[src/rtl/dtu_pkg.sv]
package dtu_pkg;

    localparam int TW      = 8;
    localparam int REG_W   = 32;
    localparam int NUM_EVT = 5;

    localparam int EV_WARM = 0;
    localparam int EV_HOT  = 1;
    localparam int EV_PF1  = 2;
    localparam int EV_PF2  = 3;
    localparam int EV_REF  = 4;

    localparam logic [1:0] ST_COLD = 2'd0;
    localparam logic [1:0] ST_WARM = 2'd1;
    localparam logic [1:0] ST_HOT  = 2'd2;

    typedef enum logic [1:0] {
        LOOP_NONE   = 2'd0,
        LOOP_OPEN   = 2'd1,
        LOOP_CLOSED = 2'd2
    } loop_mode_e;

    localparam logic [3:0] A_CTRL    = 4'd0;
    localparam logic [3:0] A_IRQEN   = 4'd1;
    localparam logic [3:0] A_IRQST   = 4'd2;
    localparam logic [3:0] A_PFTHR   = 4'd3;
    localparam logic [3:0] A_WARMTHR = 4'd4;
    localparam logic [3:0] A_HOTTHR  = 4'd5;
    localparam logic [3:0] A_WARMBUD = 4'd6;
    localparam logic [3:0] A_HOTBUD  = 4'd7;

    typedef struct packed {
        logic               closed_en;
        logic               open_en;
        logic               ext_en;
        logic [1:0]         ref_mode;
        logic               lock;
        logic [NUM_EVT-1:0] irq_en;
        logic [NUM_EVT-1:0] irq_stat;
        logic [TW-1:0]      pf_thr1;
        logic [TW-1:0]      pf_thr2;
        logic [REG_W-1:0]   warm_thr;
        logic [REG_W-1:0]   hot_thr;
        logic [REG_W-1:0]   warm_bud;
        logic [REG_W-1:0]   hot_bud;
    } cfg_t;

endpackage

[src/rtl/dtu_cfg_regs.sv]
module dtu_cfg_regs
    import dtu_pkg::*;
(
    input  logic                 clk,
    input  logic                 rst_n,
    input  logic                 we,
    input  logic [3:0]           addr,
    input  logic [REG_W-1:0]     wdata,
    input  logic [NUM_EVT-1:0]   evt_set,
    output cfg_t                 cfg_o,
    output logic [REG_W-1:0]     rdata
);

    cfg_t c_d, c_q;

    always_comb begin
        c_d = c_q;
        if (we) begin
            case (addr)
                A_CTRL: begin
                    c_d.closed_en = wdata[0];
                    c_d.open_en   = wdata[1];
                    c_d.ext_en    = wdata[2];
                    c_d.ref_mode  = wdata[4:3];
                    c_d.lock      = c_q.lock | wdata[8];
                end
                A_IRQEN: c_d.irq_en   = wdata[NUM_EVT-1:0];
                A_IRQST: c_d.irq_stat = c_q.irq_stat & ~wdata[NUM_EVT-1:0];
                A_PFTHR: begin
                    c_d.pf_thr1 = wdata[TW-1:0];
                    c_d.pf_thr2 = wdata[2*TW-1:TW];
                end
                A_WARMTHR: if (!c_q.lock) c_d.warm_thr = wdata;
                A_HOTTHR:  if (!c_q.lock) c_d.hot_thr  = wdata;
                A_WARMBUD: if (!c_q.lock) c_d.warm_bud = wdata;
                A_HOTBUD:  if (!c_q.lock) c_d.hot_bud  = wdata;
                default: ;
            endcase
        end
        // a new event outranks a same-cycle clear
        c_d.irq_stat = c_d.irq_stat | evt_set;
    end

    always_ff @(posedge clk or negedge rst_n) begin
        if (!rst_n) begin
            c_q          <= '0;
            c_q.pf_thr1  <= '1;
            c_q.pf_thr2  <= '1;
            c_q.warm_thr <= '1;
            c_q.hot_thr  <= '1;
            c_q.warm_bud <= '1;
            c_q.hot_bud  <= '1;
        end else begin
            c_q <= c_d;
        end
    end

    always_comb begin
        rdata = '0;
        case (addr)
            A_CTRL: begin
                rdata[0]   = c_q.closed_en;
                rdata[1]   = c_q.open_en;
                rdata[2]   = c_q.ext_en;
                rdata[4:3] = c_q.ref_mode;
                rdata[8]   = c_q.lock;
            end
            A_IRQEN:   rdata[NUM_EVT-1:0] = c_q.irq_en;
            A_IRQST:   rdata[NUM_EVT-1:0] = c_q.irq_stat;
            A_PFTHR:   rdata[2*TW-1:0]    = {c_q.pf_thr2, c_q.pf_thr1};
            A_WARMTHR: rdata = c_q.warm_thr;
            A_HOTTHR:  rdata = c_q.hot_thr;
            A_WARMBUD: rdata = c_q.warm_bud;
            A_HOTBUD:  rdata = c_q.hot_bud;
            default:   rdata = '0;
        endcase
    end

    assign cfg_o = c_q;

    // the lock survives every write
    p_lock_holds_r11: assert property (@(posedge clk) disable iff (!rst_n)
        c_q.lock |=> c_q.lock);

    // locked fields do not move
    p_locked_frozen_r11: assert property (@(posedge clk) disable iff (!rst_n)
        c_q.lock |=> ($stable(c_q.warm_thr) && $stable(c_q.hot_thr)
                      && $stable(c_q.warm_bud) && $stable(c_q.hot_bud)));

    // an event always lands in the sticky bits
    p_sticky_set_r10: assert property (@(posedge clk) disable iff (!rst_n)
        (evt_set != '0) |=> ((c_q.irq_stat & $past(evt_set)) == $past(evt_set)));

endmodule

[src/rtl/dtu_classify.sv]
module dtu_classify
    import dtu_pkg::*;
#(
    parameter int NUM_DIMM = 4
) (
    input  logic [NUM_DIMM*TW-1:0] vals,
    input  logic [REG_W-1:0]       warm_thr,
    input  logic [REG_W-1:0]       hot_thr,
    output logic [2*NUM_DIMM-1:0]  dimm_st,
    output logic [1:0]             max_st,
    output logic [TW-1:0]          max_val
);

    localparam int THR_USED = NUM_DIMM * TW;

    logic unused_thr;
    assign unused_thr = (THR_USED < REG_W) ? (^warm_thr ^ ^hot_thr) : 1'b0;

    for (genvar g = 0; g < NUM_DIMM; g++) begin : g_dimm
        logic [TW-1:0] v, w, h;
        assign v = vals[g*TW +: TW];
        assign w = warm_thr[g*TW +: TW];
        assign h = hot_thr[g*TW +: TW];
        always_comb begin
            if (v >= h)      dimm_st[2*g +: 2] = ST_HOT;
            else if (v >= w) dimm_st[2*g +: 2] = ST_WARM;
            else             dimm_st[2*g +: 2] = ST_COLD;
        end
    end

    always_comb begin
        max_st  = ST_COLD;
        max_val = '0;
        for (int i = 0; i < NUM_DIMM; i++) begin
            if (dimm_st[2*i +: 2] > max_st)  max_st  = dimm_st[2*i +: 2];
            if (vals[i*TW +: TW] > max_val)  max_val = vals[i*TW +: TW];
        end
    end

endmodule

[src/rtl/dtu_events.sv]
module dtu_events
    import dtu_pkg::*;
#(
    parameter int NUM_DIMM = 4
) (
    input  logic                  clk,
    input  logic                  rst_n,
    input  logic                  closed_en,
    input  logic                  open_en,
    input  logic                  ext_en,
    input  logic [1:0]            ref_mode,
    input  logic [NUM_EVT-1:0]    irq_en,
    input  logic [TW-1:0]         pf_thr1,
    input  logic [TW-1:0]         pf_thr2,
    input  logic [2*NUM_DIMM-1:0] dimm_st_i,
    input  logic [1:0]            max_st_i,
    input  logic [TW-1:0]         max_val_i,
    input  logic [1:0]            ext_st_i,
    output logic [2*NUM_DIMM-1:0] dimm_st_o,
    output logic [1:0]            hot_st_o,
    output logic [TW-1:0]         hot_temp_o,
    output logic                  refresh_o,
    output logic                  ref_err_o,
    output logic [1:0]            loop_o,
    output logic [NUM_EVT-1:0]    evt_o,
    output logic [NUM_EVT-1:0]    evt_set_o
);

    typedef struct packed {
        logic [2*NUM_DIMM-1:0] dimm_st;
        logic [1:0]            st;
        logic [TW-1:0]         temp;
        logic                  refr;
        logic                  above1;
        logic                  above2;
        logic [NUM_EVT-1:0]    evt;
    } state_t;

    state_t     s_d, s_q;
    loop_mode_e loop;
    logic [1:0] ext_v;
    logic [1:0] merged;

    always_comb begin
        s_d = s_q;

        if (closed_en)    loop = LOOP_CLOSED;
        else if (open_en) loop = LOOP_OPEN;
        else              loop = LOOP_NONE;

        ext_v = (ext_st_i == 2'b11) ? ST_HOT : ext_st_i;

        if (loop != LOOP_NONE)
            merged = (ext_en && (ext_v > max_st_i)) ? ext_v : max_st_i;
        else if (ext_en)
            merged = ext_v;
        else
            merged = ST_COLD;

        s_d.dimm_st = dimm_st_i;
        s_d.st      = merged;
        s_d.temp    = max_val_i;

        case (ref_mode)
            2'b01:   s_d.refr = (merged != ST_COLD);
            2'b10:   s_d.refr = (merged == ST_HOT);
            default: s_d.refr = 1'b0;
        endcase

        s_d.above1 = (max_val_i >= pf_thr1);
        s_d.above2 = (max_val_i >= pf_thr2);

        s_d.evt          = '0;
        s_d.evt[EV_WARM] = irq_en[EV_WARM] && (s_q.st == ST_COLD) && (merged != ST_COLD);
        s_d.evt[EV_HOT]  = irq_en[EV_HOT]  && (s_q.st != ST_HOT)  && (merged == ST_HOT);
        s_d.evt[EV_PF1]  = irq_en[EV_PF1]  && (loop == LOOP_CLOSED) && (s_d.above1 != s_q.above1);
        s_d.evt[EV_PF2]  = irq_en[EV_PF2]  && (loop == LOOP_CLOSED) && (s_d.above2 != s_q.above2);
        s_d.evt[EV_REF]  = irq_en[EV_REF]  && s_d.refr && !s_q.refr;
    end

    always_ff @(posedge clk or negedge rst_n) begin
        if (!rst_n) s_q <= '0;
        else        s_q <= s_d;
    end

    assign dimm_st_o  = s_q.dimm_st;
    assign hot_st_o   = s_q.st;
    assign hot_temp_o = s_q.temp;
    assign refresh_o  = s_q.refr;
    assign ref_err_o  = (ref_mode == 2'b11);
    assign loop_o     = loop;
    assign evt_o      = s_q.evt;
    assign evt_set_o  = s_d.evt;

    // WARM event only on a rise out of COLD
    p_warm_rise_r6: assert property (@(posedge clk) disable iff (!rst_n)
        s_q.evt[EV_WARM] |-> (s_q.st != ST_COLD && $past(s_q.st) == ST_COLD));

    // HOT event only on arrival at HOT
    p_hot_rise_r6: assert property (@(posedge clk) disable iff (!rst_n)
        s_q.evt[EV_HOT] |-> (s_q.st == ST_HOT && $past(s_q.st) != ST_HOT));

    // policy-threshold events need closed loop
    p_pf_closed_r7: assert property (@(posedge clk) disable iff (!rst_n)
        (s_q.evt[EV_PF1] || s_q.evt[EV_PF2]) |-> $past(closed_en));

    // all sources off keeps status quiet
    p_off_quiet_r5: assert property (@(posedge clk) disable iff (!rst_n)
        (!closed_en && !open_en && !ext_en) |=>
            (s_q.st == ST_COLD && !s_q.evt[EV_WARM] && !s_q.evt[EV_HOT]));

    // the illegal code never requests refresh
    p_illegal_ref_r8: assert property (@(posedge clk) disable iff (!rst_n)
        (ref_mode == 2'b11) |=> !s_q.refr);

    // refresh event only on a request edge
    p_ref_edge_r9: assert property (@(posedge clk) disable iff (!rst_n)
        s_q.evt[EV_REF] |-> $rose(s_q.refr));

    // no per-DIMM level ever carries code 3
    for (genvar g = 0; g < NUM_DIMM; g++) begin : g_chk
        p_level_legal_r1: assert property (@(posedge clk) disable iff (!rst_n)
            s_q.dimm_st[2*g +: 2] != 2'b11);
    end

endmodule

[src/rtl/dimm_thermal_unit.sv]
module dimm_thermal_unit
    import dtu_pkg::*;
#(
    parameter int NUM_CH      = 2,
    parameter int DIMM_PER_CH = 2
) (
    input  logic                            clk,
    input  logic                            rst_n,
    input  logic                            cfg_we,
    input  logic [3:0]                      cfg_addr,
    input  logic [31:0]                     cfg_wdata,
    output logic [31:0]                     cfg_rdata,
    input  logic [NUM_CH*DIMM_PER_CH*8-1:0] dimm_val,
    input  logic [1:0]                      ext_status,
    output logic [NUM_CH*DIMM_PER_CH*2-1:0] dimm_status_o,
    output logic [1:0]                      hot_status_o,
    output logic [7:0]                      hot_temp_o,
    output logic                            refresh_2x_o,
    output logic                            refresh_mode_err_o,
    output logic [1:0]                      loop_mode_o,
    output logic [4:0]                      evt_o,
    output logic                            irq_o,
    output logic [31:0]                     warm_budget_o,
    output logic [31:0]                     hot_budget_o
);

    localparam int NUM_DIMM = NUM_CH * DIMM_PER_CH;

    cfg_t                  cfg;
    logic [NUM_EVT-1:0]    evt_set;
    logic [2*NUM_DIMM-1:0] raw_st;
    logic [1:0]            raw_max_st;
    logic [TW-1:0]         raw_max_val;

    dtu_cfg_regs u_regs (
        .clk     (clk),
        .rst_n   (rst_n),
        .we      (cfg_we),
        .addr    (cfg_addr),
        .wdata   (cfg_wdata),
        .evt_set (evt_set),
        .cfg_o   (cfg),
        .rdata   (cfg_rdata)
    );

    dtu_classify #(.NUM_DIMM(NUM_DIMM)) u_class (
        .vals     (dimm_val),
        .warm_thr (cfg.warm_thr),
        .hot_thr  (cfg.hot_thr),
        .dimm_st  (raw_st),
        .max_st   (raw_max_st),
        .max_val  (raw_max_val)
    );

    dtu_events #(.NUM_DIMM(NUM_DIMM)) u_evt (
        .clk        (clk),
        .rst_n      (rst_n),
        .closed_en  (cfg.closed_en),
        .open_en    (cfg.open_en),
        .ext_en     (cfg.ext_en),
        .ref_mode   (cfg.ref_mode),
        .irq_en     (cfg.irq_en),
        .pf_thr1    (cfg.pf_thr1),
        .pf_thr2    (cfg.pf_thr2),
        .dimm_st_i  (raw_st),
        .max_st_i   (raw_max_st),
        .max_val_i  (raw_max_val),
        .ext_st_i   (ext_status),
        .dimm_st_o  (dimm_status_o),
        .hot_st_o   (hot_status_o),
        .hot_temp_o (hot_temp_o),
        .refresh_o  (refresh_2x_o),
        .ref_err_o  (refresh_mode_err_o),
        .loop_o     (loop_mode_o),
        .evt_o      (evt_o),
        .evt_set_o  (evt_set)
    );

    assign irq_o         = |cfg.irq_stat;
    assign warm_budget_o = cfg.warm_bud;
    assign hot_budget_o  = cfg.hot_bud;

endmodule

[config.mk]
export PLATFORM = sky130hd
export DESIGN_NAME = dimm_thermal_unit
export DESIGN_NICKNAME = d
export VERILOG_FILES = /design/src/rtl/dtu_pkg.sv /design/src/rtl/dtu_cfg_regs.sv /design/src/rtl/dtu_classify.sv /design/src/rtl/dtu_events.sv /design/src/rtl/dimm_thermal_unit.sv
export SDC_FILE = /design/constraint.sdc
export NUM_CORES = 1
export LEC_CHECK = 0
export ABC_AREA = 0
export BUFFER_PORTS_ARGS = -buffer_cell sky130_fd_sc_hd__buf_2
export CAP_MARGIN = 10
export CORE_MARGIN = 10
export CORE_UTILIZATION = 55
export DETAILED_ROUTE_END_ITERATION = 8
export PLACE_DENSITY_LB_ADDON = 0.05
export SKIP_LAST_GASP = 1
export SYNTH_ARGS = -nofsm -noshare
export SYNTH_HDL_FRONTEND = slang
export SYNTH_HIERARCHICAL = 1
export SYNTH_SLANG_ARGS = --single-unit
[constraint.sdc]
create_clock -name clk -period 16 [get_ports clk]
set_input_delay 4 -clock clk [delete_from_list [all_inputs] [get_ports clk]]
set_output_delay 4 -clock clk [all_outputs]
set_load 0.01 [all_outputs]
==> results.yml, run 1 <==
status:
  outcome: "finished, final reports clean"
grt:
  track_usage: 0.219
  grt_pass1_wl_mm: 48.8
  grt_pass1_vias: 8804
  grt_antenna_before_repair: 4
  grt_max_degree: 110
  overflow: 0
setup_path:
  cp.required_ns: 12.00
  cp_slowest_cell: "nor2_1"
  crit_fanout: 42
  crit_family: "simple AND/OR/NAND/NOR gates"
  crit_top_cell: "buf_2"
  cp.buffers_inverters: 3
  cp.arrival_ns: 6.26
  crit_type: "input pin to primary output"
  cp_cell_sequence: "buf_2 > buf_4 > nand2_1 > nor2_1 > a22o_1 > buf_2"
  slowest_delay_ns: 0.87
  critPathLaunchType: "input pin"
  worstSetupEndpointType: "primary output"
clocking:
  cts_resized: 0
  clock_latency_ns: 0.44
  cts_root_buffer: "clkbuf_16"
  cts_hold_buf: 0
  cts_made_buffers: 17
  clkSlewWorstSetupHoldPaths_ns: 0.07
  htree_levels: 4
  ctsLongestPathBuffers: 2
  clock_sinks: 186
  cts_tree: "done"
  cts_setup_buffers: 0
detailed_routing:
  postRouteAntennaNets: 0
  drt_pass1_iterations: 5
  routed_wirelength_mm: 30.8
  wl_per_cell_um: 21.1
  drc: 0
  vias_per_cell: 5.78
  drt-initial-drc-count: 441
  vias: 8430
floorplanning:
  rows: 53
  die_y_um: 166
  start_util: 0.559
  die_w_um: 166
  die-area_mm2: 0.0276
  core_region_area_mm2: 0.0210
  io_pins: 197
logic_synthesis:
  yosys.area_share.simple: 0.0789
  synth-compound-area-share: 0.107
  synth_edf_count: 0
  syn-mean-instance-area_um2: 11.6
  synth_top_family_by_area: "multiplexers"
  synthMuxAreaShare: 0.204
  synth_seq_cells: 186
  ys_warn_count: 6
  synthesis.area_mm2: 0.0117
  synthXorXnorAreaFrac: 0
  yosysSeqAreaShare: 0.412
  synth-main-ff-cell: "dfstp_2"
  netlist_instances: 1013
  synthAdderAreaFrac: 0.126
  postSynth.asyncResetShare: 1.00
  synth.distinct_cells: 68
  synth_fp_nets: 1204
layout:
  nNetsFinal: 1362
  design_area_mm2: 0.0133
  area_growth_pct: 13.3
  num_antenna_cells: 0
  drive_gt1_frac: 0.459
  final_util: 0.633
sta:
  finalCritPeriodShare: 0.641
  slew_violations: 0
  timing.final.hold_violations: 0
  finClkSkew_ns: 0.0171
  rsz0062_at_grt: "false"
  setup_tns_ns: 0
  period_minus_slack_ns: 10.26
  fmax_mhz: 97.4
  max_slew_margin: 0.225
  worstMarginPinSlew_ns: 1.16
  finalSetupViolCount: 0
  worst_hold_slack_ns: 0.503
power:
  p_leak_nw: 6.27
  powerDensity_mw_per_mm2: 140
  peakVddDrop_mv: 0.0727
  totalPowerFinal_mw: 1.86
place:
  portBuffers: 196
  routabilityCongestion: 0.878
  dpl_cell_area_mm2: 0.0127
  post-dp-hpwl_mm: 23.2
hold_path:
  hold_class: "register to register"
run:
  maxCapViolCount: 0
## registers in the layout (all words and copies together), names as in the netlist
| register | flops |
|---|---|
| u_regs/cfg_o | 160 |
| u_evt/s_q | 2 |
| u_evt/refresh_o | 1 |
| u_evt/evt_o | 5 |
| u_evt/hot_st_o | 2 |
| u_evt/dimm_st_o | 8 |
| u_evt/hot_temp_o | 8 |
## worst register-to-register path, delay by kind of cell, from the launching register on
family,cells,cell delay (ns)
muxes,1,0.32
DFF,1,0.54
adders and majority gates,5,1.42
buffers and inverters,6,0.32
AOI/OAI and AO/OA,13,2.65
and+or+nand+nor,3,1.03
## layout by cell type, fill, tap and decap left out, drive strengths merged, types with 16 or more instances in the layout
cell	n
inv	114
nor2	34
buf	204
nor2b	20
mux4	26
and2	20
o21ai	24
ha	118
a21oi	23
clkbuf	20
a22oi	16
dfrtp	42
o22ai	16
mux2	155
nand2	38
dfstp	144
## kinds of logic after synthesis
kind of cell / count (synthesis)
compound gates: 173
fa+ha+maj: 118
buf+inv: 173
flops: 186
mux: 187
simple gates: 176
## synthesized netlist by cell type (5+ instances only)
cell type  instances  share of area
or3_1              5         0.0027
clkbuf_1           9         0.0029
inv_1            108          0.035
buf_2             16         0.0068
o211ai_1           7         0.0045
a21oi_1           22         0.0094
dfstp_2          144           0.32
nor2b_1           20          0.011
mux2i_1            6         0.0051
a31oi_1            8         0.0043
mux2_1            34          0.033
dfrtp_1           42          0.089
a21o_1             8         0.0051
nor3_1             9         0.0038
nand4_1           10         0.0053
a221oi_1           6         0.0045
ha_1             118           0.13
buf_6              9         0.0086
a211oi_1           7         0.0045
mux4_2            26          0.050
o22ai_1           16         0.0085
buf_4             30          0.019
and2_1            17         0.0091
nor2_1            32          0.010
nand2_1           37          0.012
a22oi_1           16          0.010
mux2_2           121           0.12
nand2b_1          12         0.0064
nand3_1           10         0.0043
o21a_1             5         0.0032
o21ai_0           24          0.010
a22o_1            11         0.0082
a32oi_1            6         0.0045
o21bai_1           9         0.0058
## report_power, final
| part | internal [mW] | leakage [nW] | switching, mW | total [mW] |
|---|---|---|---|---|
| registers | 0.665 | 2.02 | 0.0976 | 0.762 |
| logic | 0.308 | 3.95 | 0.348 | 0.656 |
| clock network | 0.249 | 0.302 | 0.197 | 0.446 |
## stage by stage
stage	setup slack (ns)	std cells
after floorplan	6.52	1013
after global placement	5.67	1427
after detailed placement	5.51	1427
after CTS	5.71	1459
after global routing	5.24	1459
final	5.74	1459
## area by class of cell
class                   count  area, µm²
repair buffers            204       1050
clock inverters            12        150
multi-input cells         654       6060
flip-flops and latches    186       4830
well taps                 275        344
fillers                  1721       7710
inverters                 108        405
clock buffers              20        468
## layer usage
layer | share of wire | GRT usage | up-vias
met3 | 0.050 | 0.0461 | 43
met1 | 0.45 | 0.288 | 4192
li1 | - | - | 3958
met2 | 0.48 | 0.356 | 229
met4 | 0.017 | 0.0609 | 8
met5 | 0.0018 | 0 | -
## path summary, 6_finish.rpt
check	start	endpoint	slack, ns	cells past startpoint
setup / recovery	cfg_addr[0]	cfg_rdata[12]	5.74	6
max in group asynchronous	rst_n	u_regs/cfg_o[45]$_DFFE_PN1P_	10.86	2
min in group asynchronous	rst_n	u_evt/dimm_st_o[7]$_DFF_PN0_	3.72	1
hold / removal	u_evt/hot_st_o[1]$_DFF_PN0_	u_evt/evt_o[0]$_DFF_PN0_	0.50	1
hold reg to reg	u_evt/hot_st_o[1]$_DFF_PN0_	u_evt/evt_o[0]$_DFF_PN0_	0.50	1
setup reg to reg	u_regs/cfg_o[74]$_DFFE_PN1P_	u_regs/cfg_o[144]$_DFF_PN0_	9.65	28
(Power assumes the default switching activity.)
==> run 2: changes to the inputs <==
- CORE_UTILIZATION: 55 -> 52
- clock period: 16 -> 8.8 ns (I/O delays scaled with it)
==> run 2 against run 1 <==
Compared with the run above: worst hold slack got worse by 0.019 ns; setup slack got worse by 4.9 ns; final area about the same; core utilization decreased by 2.9 points; clock power increased by 76%; register-to-register slack got worse by 7.3 ns; final cell count increased by 0.62%; combinational power increased by 83%; critical path type is now input pin to register; largest cell class unchanged; largest power group unchanged.
==> results.yml, run 2 (same netlist as run 1, synthesis figures left out) <==
hold_path:
  hold_class: "register to register"
sta:
  worstMarginPinSlew_ns: 1.14
  rsz0062_at_grt: "false"
  setup_tns_ns: 0
  timing.final.hold_violations: 0
  finalSetupViolCount: 0
  slew_violations: 0
  finalCritPeriodShare: 0.906
  period_minus_slack_ns: 7.97
  worst_hold_slack_ns: 0.484
  finClkSkew_ns: 0.0149
  fin_ws_ns: 0.827
  fmax_mhz: 125
  max_slew_margin: 0.238
detailed_routing:
  drt-initial-drc-count: 461
  wl_per_cell_um: 21.4
  drc: 0
  wl_met3_mm: 1.84
  wl_met2_mm: 14.6
  top_layer: "met5"
  wl_met1_mm: 14.5
  postRouteAntennaNets: 0
  vias: 8375
  routed_wirelength_mm: 31.4
  drt_pass1_iterations: 5
  vias_per_cell: 5.71
setup_path:
  critPathLaunchType: "input pin"
  crit_type: "input pin to register"
  r2r_start: "u_regs/cfg_o[74]$_DFFE_PN1P_"
  startpoint: "dimm_val[5]"
  reg2regPathDepth: 28
  worstSetupEndpointType: "register"
  cp.arrival_ns: 8.35
  r2r-end: "u_regs/cfg_o[144]$_DFF_PN0_"
  cp.required_ns: 9.18
  r2r_slack_ns: 2.39
  endpoint: "u_regs/cfg_o[147]$_DFF_PN0_"
  crit_fanout: 15
place:
  dp_cells: 1435
  post-dp-hpwl_mm: 23.8
  portBuffers: 196
  routabilityCongestion: 0.897
  post-place-ws_ns: 0.551
floorplanning:
  core_region_area_mm2: 0.0220
  start_util: 0.533
  die-area_mm2: 0.0290
  rows: 54
  die_w_um: 170
  die_y_um: 170
  io_pins: 197
layout:
  final_util: 0.605
  largest_reg_flops: 160
  layout.cells.most_common: "buf_2"
  drive_gt1_frac: 0.461
  area_growth_pct: 13.4
  final_cell_count_no_fill: 1468
  final_cell_mix: "buf_2, dfstp_2, mux2_2, ha_1, inv_1"
  nNetsFinal: 1365
clocking:
  clkSlewWorstSetupHoldPaths_ns: 0.08
  cts_root_buffer: "clkbuf_16"
  cts_hold_buf: 0
  cts_made_buffers: 17
  clock_sinks: 186
  cts_resized: 0
  clock_latency_ns: 0.44
  cts_setup_buffers: 0
  ctsLongestPathBuffers: 2
  cts_tree: "done"
  htree_levels: 4
power:
  powerDensity_mw_per_mm2: 253
  p_leak_nw: 6.27
  peakVddDrop_mv: 0.133
grt:
  track_usage: 0.216
  grt_antenna_before_repair: 4
  grt_pass1_wl_mm: 48.9
  grt_pass1_vias: 8523
  grt_max_degree: 72
  overflow: 0
run:
  maxCapViolCount: 0
status:
  outcome: "finished, final reports clean"
==> run 2: worst min path at each step <==
stage | start | endpoint | slack (ns) | cells past startpoint
after global routing | u_regs/cfg_o[154]$_DFFE_PN0P_ | u_regs/cfg_o[154]$_DFFE_PN0P_ | 0.52 | 1
after detailed placement | u_evt/hot_st_o[0]$_DFF_PN0_ | u_evt/evt_o[0]$_DFF_PN0_ | 0.48 | 1
after floorplan | u_evt/hot_st_o[0]$_DFF_PN0_ | u_evt/evt_o[0]$_DFF_PN0_ | 0.44 | 1
after global placement | u_evt/hot_st_o[1]$_DFF_PN0_ | u_evt/evt_o[0]$_DFF_PN0_ | 0.48 | 1
final | u_evt/hot_st_o[0]$_DFF_PN0_ | u_evt/evt_o[0]$_DFF_PN0_ | 0.48 | 1
after CTS | u_evt/hot_st_o[0]$_DFF_PN0_ | u_evt/evt_o[0]$_DFF_PN0_ | 0.49 | 1
==> run 2: per-stage QoR <==
stage                     power (mW)  instance area, µm²
final                           3.37               13300
after global routing            3.60               13300
after CTS                       3.40               13300
after detailed placement        2.60               12700
after global placement          2.57               12700
after floorplan                 2.22               11700
==> run 2: metal layers <==
layer | global-route usage | up-vias
li1 | - | 3982
met5 | 0 | -
met2 | 0.347 | 233
met4 | 0.0526 | 8
met3 | 0.0518 | 34
met1 | 0.289 | 4118
==> run 2: critical path: stages <==
cell      delay [ns]
buf_2           0.15
inv_1           0.06
ha_1            0.30
nand4_1         0.18
a21oi_1         0.29
or2_1           0.49
a22oi_1         0.18
ha_1            0.34
nand4_1         0.14
o21ai_0         0.30
nand2_1         0.28
a221oi_1        0.39
o21bai_1        0.17
ha_1            0.27
nor2b_1         0.14
o211ai_1        0.16
a21oi_1         0.08
o21ai_0         0.17
buf_4           0.22
mux2_2          0.37
inv_1           0.09
ha_1            0.24
nand2b_1        0.14
a211oi_1        0.25
o21bai_1        0.17
a311o_1         0.37
nand3_1         0.09
a21o_1          0.09
==> run 2: layout make-up <==
cell class | instances | area (µm²)
multi-input combinational | 654 | 6060
fill | 1912 | 8710
tap | 280 | 350
inverter | 108 | 405
clock inverter | 12 | 125
sequential | 186 | 4830
timing repair buffer | 207 | 1070
clock buffer | 20 | 468
antenna | 1 | 2.50
==> run 2: report_power, final <==
part           internal, mW  switching, mW
logic                 0.563          0.638
clock network         0.424          0.361
registers              1.21          0.174
